`src/rtl/scan_shift_reg.sv`:
```
module scan_shift_reg #(
  parameter int N = 160
) (
  input  logic         clk,
  input  logic         rst,
  input  logic         dual,
  input  logic         reverse,
  input  logic         a_in,
  input  logic         b_in,
  input  logic         c_in,
  input  logic         d_in,
  output logic [N-1:0] q,
  output logic         a_out,
  output logic         a_oe,
  output logic         b_out,
  output logic         b_oe,
  output logic         c_out,
  output logic         c_oe,
  output logic         d_out,
  output logic         d_oe
);
  localparam int H = N / 2;

  logic [N-1:0] nxt;

  always_comb begin
    if (!reverse) begin
      nxt = {q[N-2:0], a_in};
      if (dual) nxt[H] = d_in;
    end else begin
      nxt = {b_in, q[N-1:1]};
      if (dual) nxt[H-1] = c_in;
    end
  end

  always_ff @(posedge clk)
    if (rst) q <= '0;
    else     q <= nxt;

  assign a_oe  = reverse;
  assign b_oe  = !reverse;
  assign c_oe  = dual && !reverse;
  assign d_oe  = dual && reverse;
  assign a_out = a_oe && q[0];
  assign b_out = b_oe && q[N-1];
  assign c_out = c_oe && q[H-1];
  assign d_out = d_oe && q[H];
endmodule


```
`config.mk`:
```
export PLATFORM = sky130hd
export DESIGN_NAME = scan_shift_reg
export DESIGN_NICKNAME = d
export VERILOG_FILES = /design/src/rtl/scan_shift_reg.sv
export SDC_FILE = /design/constraint.sdc
export NUM_CORES = 1
export LEC_CHECK = 0
export ABC_AREA = 1
export BUFFER_PORTS_ARGS = -buffer_cell sky130_fd_sc_hd__buf_4
export CORE_MARGIN = 5
export CORE_UTILIZATION = 45
export DETAILED_ROUTE_END_ITERATION = 8
export GPL_TIMING_DRIVEN = 0
export MAX_ROUTING_LAYER = met4
export PLACE_DENSITY = 0.79
export SYNTH_ARGS = -nofsm -noshare
export SYNTH_HDL_FRONTEND = slang
export SYNTH_SLANG_ARGS = --single-unit
```
`constraint.sdc`:
```
create_clock -name clk -period 0.81 [get_ports clk]
set_input_delay 0 -clock clk [delete_from_list [all_inputs] [get_ports clk]]
set_output_delay 0 -clock clk [all_outputs]
set_load 0.02 [all_outputs]
```
==> metrics.yaml, run 1 <==
run_status:
  outcome: "finished, violations left"
  violations: "setup timing"
global_route:
  grtUsageTotal: 0.279
  grt_pass1_wl_um: 31700
  overflow: 0
  grt_max_degree: 17
  grt_pass1_vias: 6474
  antenna_found_initial: 0
clock_network:
  path_clk_slew_ns: 0.06
  tritoncts: "yes"
  root_buffer: "clkbuf_16"
  cts.sinks: 160
  clock_latency_ns: 0.42
  cts_buffers: 17
  cts_buffer_depth: 2
  h-tree-depth: 4
floorplan:
  dieArea_sq_um: 14700
  die_x_um: 121
  fp.coreArea_sq_um: 12100
  start_util: 0.460
  die_y_um: 121
  rows: 40
  io_pins: 176
logic_synthesis:
  synthCells: 714
  syn_area_sq_um: 5550
  synth_commonest_cells: "nand2_1 (324), dfxtp_1 (160), a21oi_1 (159)"
  ys_seq_area_frac: 0.577
  synth_most_common_cell: "nand2_1"
  synth_area_leader_cell: "dfxtp_1"
  synth.ff_latch_count: 160
  synth_ff_type: "dfxtp_1"
  synth.area.top_cells: "dfxtp_1 (58%), nand2_1 (22%), a21oi_1 (14%)"
  synth.distinct_cells: 12
  synth_nets: 722
  async_reset_ff_frac: 0
  ys_warn_count: 0
  yosysTopAreaCellShare: 0.577
  synth_edf_count: 0
  syn_avg_cell_area_sq_um: 7.78
run:
  maxCapViolCount: 0
pwr:
  powerDensity_nw_per_um2: 1740
  pwr-share-comb: 0.047
  intPower_mw: 13.8
  p_switching_mw: 3.90
  vdd_drop_max_uv: 1290
  p_sw_frac: 0.220
  p_clk_frac: 0.509
  leakagePower_nw: 4.32
  p_seq_frac: 0.444
place:
  post-place-ws_ns: -0.339
  io_buffers: 174
  place.gp.congestion: 0.849
  dp.cells: 1056
  place_hpwl_um: 10400
sta:
  setup_ws_ns: -0.242
  fmax_ghz: 0.950
  setup_violations: 208
  finalHoldViolations: 0
  rsz0062_at_grt: "yes"
  worst_pin_slew_ns: 0.538
  finalCriticalPeriod_ns: 1.05
  relSlewSlack: 0.642
  hold_ws_ns: 0.106
  maxSlewViolCount: 0
  period_share: 1.30
  finClkSkew_ns: 0.0106
drt:
  routedWlPerCell_um: 18.5
  drc: 0
  dr.first_iter.drc_count: 633
  wl_um: 23400
  firstDrtPassIters: 5
  vias: 6777
  ant_nets: 0
  viasPerCell: 5.34
critical_path:
  cp.required_ns: 0.81
  arrival_ns: 1.05
  worstPathMaxFanout: 2
  cp-start-kind: "flop"
  crit_type: "reg2out"
  end_kind: "output pin"
finish:
  drive_gt1_frac: 0.576
  largest_reg_flops: 160
  multi_input_area_sq_um: 2240
  biggestRegsByFlops: "q (160)"
  antennaDiodeCount: 0
  nets: 1095
  top_register: "q"
  syn_to_final_growth_pct: 83.8
  fill_cells: 589
  final-seq-area_sq_um: 3420
  fin_cells: 1268
min_path:
  hold_class: "in2reg"
[repair_timing]
| action | CTS | global route |
|---|---|---|
| pin swaps | 1 | 12 |
| hold buffers | 6 | 0 |
| endpoints found under the setup margin | 165 | 176 |
| gates resized for setup | 328 | 92 |
| hold endpoints to repair | 4 | 0 |
| buffers inserted | 133 | 42 |
[kinds of logic (layout without fill, tap and decap cells)]
logic type             Yosys count  after routing  share of synthesized area
AOI/OAI and AO/OA              159            159                      0.143
and+or+nand+nor                332            332                      0.225
DFF                            160            160                      0.577
buffers and inverters           63            449                     0.0545
[critical path: stages, from the launching register on]
cell and delay [ns]:
dfxtp_4 0.34, and3_4 0.18, buf_6 0.11
[stage by stage]
step / TNS [ns] / total power [mW] / area [sq um] / utilization
global placement: -31.28 / 8.75 / 7070 / 0.586
finish: -13.83 / 17.7 / 10200 / 0.846
floorplan: 0 / 8.52 / 5560 / -
global route: -19.52 / 18.2 / 10200 / 0.846
detailed placement: -34.09 / 8.75 / 7070 / 0.586
CTS: -12.90 / 17.6 / 9610 / 0.797
[power by group through the flow]
stage | combinational [mW] | sequential, mW | clock [mW]
4_1_cts | 0.735 | 7.90 | 8.93
5_1_grt | 0.887 | 7.88 | 9.40
3_5_place_dp | 0.670 | 8.08 | 0
2_1_floorplan | 0.427 | 8.09 | 0
3_3_place_gp | 0.671 | 8.08 | 0
6_report | 0.835 | 7.88 | 9.03
[placed cells by master, fill, tap and decap left out, types with 4 or more instances in the layout]
master,count
a21oi_1,135
a21oi_2,24
buf_2,23
buf_4,172
buf_6,186
bufinv_16,5
clkbuf_1,20
clkbuf_16,17
dfxtp_2,153
dfxtp_4,7
dlygate4sd3_1,6
inv_1,6
nand2_1,293
nand2_2,28
nor2_1,4
[cell type report]
| cell class | instances | share of cell area |
|---|---|---|
| timing repair buffer | 354 | 0.330 |
| tap | 168 | 0.0206 |
| buffer | 54 | 0.0267 |
| inverter | 9 | 0.00331 |
| clock inverter | 9 | 0.0175 |
| clock buffer | 23 | 0.0468 |
| sequential | 160 | 0.335 |
| multi-input combinational | 491 | 0.220 |
[final timing paths]
| kind | end | cells after the start | slack [ns] | start |
|---|---|---|---|---|
| hold reg to reg | q[56]$_SDFF_PP0_ | 2 | 0.48 | q[55]$_SDFF_PP0_ |
| hold / removal | q[156]$_SDFF_PP0_ | 4 | 0.11 | reverse |
| setup / recovery | c_out | 2 | -0.24 | q[79]$_SDFF_PP0_ |
| setup reg to reg | q[145]$_SDFF_PP0_ | 4 | -0.14 | q[146]$_SDFF_PP0_ |
[routing by layer]
layer | global-route usage | routed length [um] | vias up
met1 | 0.308 | 8660 | 3231
li1 | - | - | 3021
met2 | 0.487 | 11800 | 420
met5 | - | 0 | -
met4 | 0.110 | 1120 | 0
met3 | 0.0615 | 1830 | 105
No activity file was read; power rests on OpenSTA's default activity.
==> inputs of run 2 (changes only) <==
--- a/config.mk
+++ b/config.mk
@@ -13,6 +13,7 @@
 export GPL_TIMING_DRIVEN = 0
 export MAX_ROUTING_LAYER = met4
 export PLACE_DENSITY = 0.79
+export REMOVE_ABC_BUFFERS = 1
 export SYNTH_ARGS = -nofsm -noshare
 export SYNTH_HDL_FRONTEND = slang
 export SYNTH_SLANG_ARGS = --single-unit
==> metrics.yaml, run 2 (synthesized netlist as in run 1, its figures left out) <==
run_status:
  outcome: "finished, violations left"  # unchanged
  violations: "hold timing, setup timing"  # was setup timing
floorplan:
  start_util: 0.460  # unchanged
  fp.coreArea_sq_um: 12100  # unchanged
  io_pins: 176  # unchanged
  die_x_um: 121  # unchanged
  rows: 40  # unchanged
  die_y_um: 121  # unchanged
  dieArea_sq_um: 14700  # unchanged
clock_network:
  cts.sinks: 160  # unchanged
  cts_hold_buffers: 5  # was 6
  h-tree-depth: 4  # unchanged
  cts_buffers: 17  # unchanged
  clock_latency_ns: 0.43  # was 0.42 ns
  root_buffer: "clkbuf_16"  # unchanged
  cts_buffer_depth: 2  # unchanged
  tritoncts: "yes"  # unchanged
  path_clk_slew_ns: 0.06  # about the same
pwr:
  p_seq_frac: 0.470  # was 0.444
  p_switching_mw: 3.78  # was 3.90 mW
  p_sw_frac: 0.225  # was 0.220
  intPower_mw: 13.0  # was 13.8 mW
  leakagePower_nw: 4.27  # was 4.32 nW
  powerDensity_nw_per_um2: 1640  # was 1740 nW/um^2
  vdd_drop_max_uv: 1520  # was 1290 uV
  pwr-share-comb: 0.059  # was 0.047
  p_clk_frac: 0.471  # was 0.509
finish:
  syn_to_final_growth_pct: 84.1  # was 83.8%
  antennaDiodeCount: 0  # unchanged
  final_cell_mix: "nand2_1 (286), buf_6 (194), dfxtp_2 (157)"  # was nand2_1 (293), buf_6 (186), buf_4 (172)
  fin_util: 0.848  # was 0.846
  largest_reg_flops: 160  # unchanged
  biggestRegsByFlops: "q (160)"  # unchanged
  drive_gt1_frac: 0.594  # was 0.576
  final_common_cell: "nand2_1"  # unchanged
  top_register: "q"  # unchanged
  nets: 1041  # was 1095
critical_path:
  end_kind: "output pin"  # unchanged
  arrival_ns: 1.08  # was 1.05 ns
  crit_chain: "inv_2, nor2_1, buf_4"  # was and3_4, buf_6
  crit_type: "reg2out"  # unchanged
  crit_buf_inv: 2  # was 1
  worstPathMaxFanout: 3  # was 2
  cp.required_ns: 0.81  # about the same
  critical_path.slowest_cell: "dfxtp_4"  # unchanged
  ff2ff_setup_slack_ns: -0.09  # was -0.14 ns
  cp_top_family: "flip-flops"  # unchanged
  max_stage_delay_ns: 0.37  # was 0.34 ns
  cp-start-kind: "flop"  # unchanged
sta:
  period_share: 1.33  # was 1.30
  hold_ws_ns: -0.111  # was 0.106 ns
  relSlewSlack: 0.548  # was 0.642
  setup_violations: 193  # was 208
  finalHoldViolations: 32  # was 0
  fmax_ghz: 0.930  # was 0.950 GHz
  finClkSkew_ns: 0.00760  # was 0.0106 ns
  worst_pin_slew_ns: 0.677  # was 0.538 ns
  finalCriticalPeriod_ns: 1.08  # was 1.05 ns
  rsz0062_at_grt: "yes"  # unchanged
  maxSlewViolCount: 0  # unchanged
  setup_ws_ns: -0.265  # was -0.242 ns
  setup_tns_ns: -13.62  # was -13.83 ns
global_route:
  antenna_found_initial: 0  # unchanged
  overflow: 0  # unchanged
  grt_pass1_wl_um: 32100  # was 31700 um
  grt_pass1_vias: 6346  # was 6474
  grtUsageTotal: 0.285  # was 0.279
  grt_max_degree: 84  # was 17
drt:
  drc: 0  # unchanged
  vias: 6527  # was 6777
  firstDrtPassIters: 5  # unchanged
  wl_um: 23600  # was 23400 um
  viasPerCell: 5.38  # was 5.34
  dr.first_iter.drc_count: 748  # was 633
  routedWlPerCell_um: 19.5  # was 18.5 um
  ant_nets: 0  # unchanged
place:
  io_buffers: 175  # was 174
  place_hpwl_um: 8820  # was 10400 um
  place.gp.congestion: 0.723  # was 0.849
min_path:
  hold_class: "in2reg"  # unchanged
run:
  maxCapViolCount: 0  # unchanged
-- run 2: changes by cell type in the layout (fill, tap and decap cells not counted), moves of 7 or more --
cell      previous run  this run
nand2_1            293       286
a21oi_1            135       123
buf_4              172       143
clkbuf_1            20         3
buf_6              186       194
a21oi_2             24        36
buf_2               23         0
-- run 2: layout make-up --
type,count,area [sq um]
flip-flops and latches,160,3410
well taps,168,210
clock inverters,4,47.5
repair buffers,353,3640
clock buffers,27,533
multi-input cells,491,2330
inverters,9,50.0
repair inverters,1,8.76
fillers,594,1840
-- run 2: power groups by stage --
stage / registers, mW / logic (mW) / clock network [mW]
floorplan: 8.09 / 0.153 / 0
global placement: 8.08 / 0.547 / 0
detailed placement: 8.08 / 0.597 / 0
CTS: 7.90 / 0.873 / 7.91
global route: 7.89 / 1.04 / 8.37
finish: 7.89 / 1.00 / 7.91
-- run 2: stage by stage --
stage          cell area, sq um  setup slack (ns)  cells  power, mW
2_1_floorplan              5280            -0.888    660       8.25
3_3_place_gp               6810             -2.84   1003       8.62
3_5_place_dp               6900            -0.878   1006       8.67
4_1_cts                    9550            -0.229   1180       16.7
5_1_grt                   10200            -0.313   1213       17.3
6_report                  10200            -0.265   1213       16.8
-- run 2: metal layers --
layer	vias up	share of wire	track usage
met5	-	0	-
met4	0	0.053	0.136
met3	100	0.076	0.0769
met2	372	0.52	0.475
met1	3130	0.35	0.317
li1	2925	-	-
-- run 2: path summary, 6_finish.rpt --
check,cells after the start,end,start
worst max-delay path,3,d_out,q[80]$_SDFF_PP0_
worst max register to register,3,q[78]$_SDFF_PP0_,q[79]$_SDFF_PP0_
worst min register to register,2,q[37]$_SDFF_PP0_,q[36]$_SDFF_PP0_
worst min-delay path,3,q[16]$_SDFF_PP0_,reverse
-- run 2: worst min-delay path: stages --
cell	delay [ns]
buf_16	0.14
nand2_2	0.07
a21oi_2	0.05
-- run 2: repair_timing --
item	4_1_cts	5_1_grt
pin swaps	2	15
buffers inserted	131	35
gates cloned	7	1
endpoints found under the hold margin	36	32
gates resized for setup	329	125
endpoints found under the setup margin	326	191
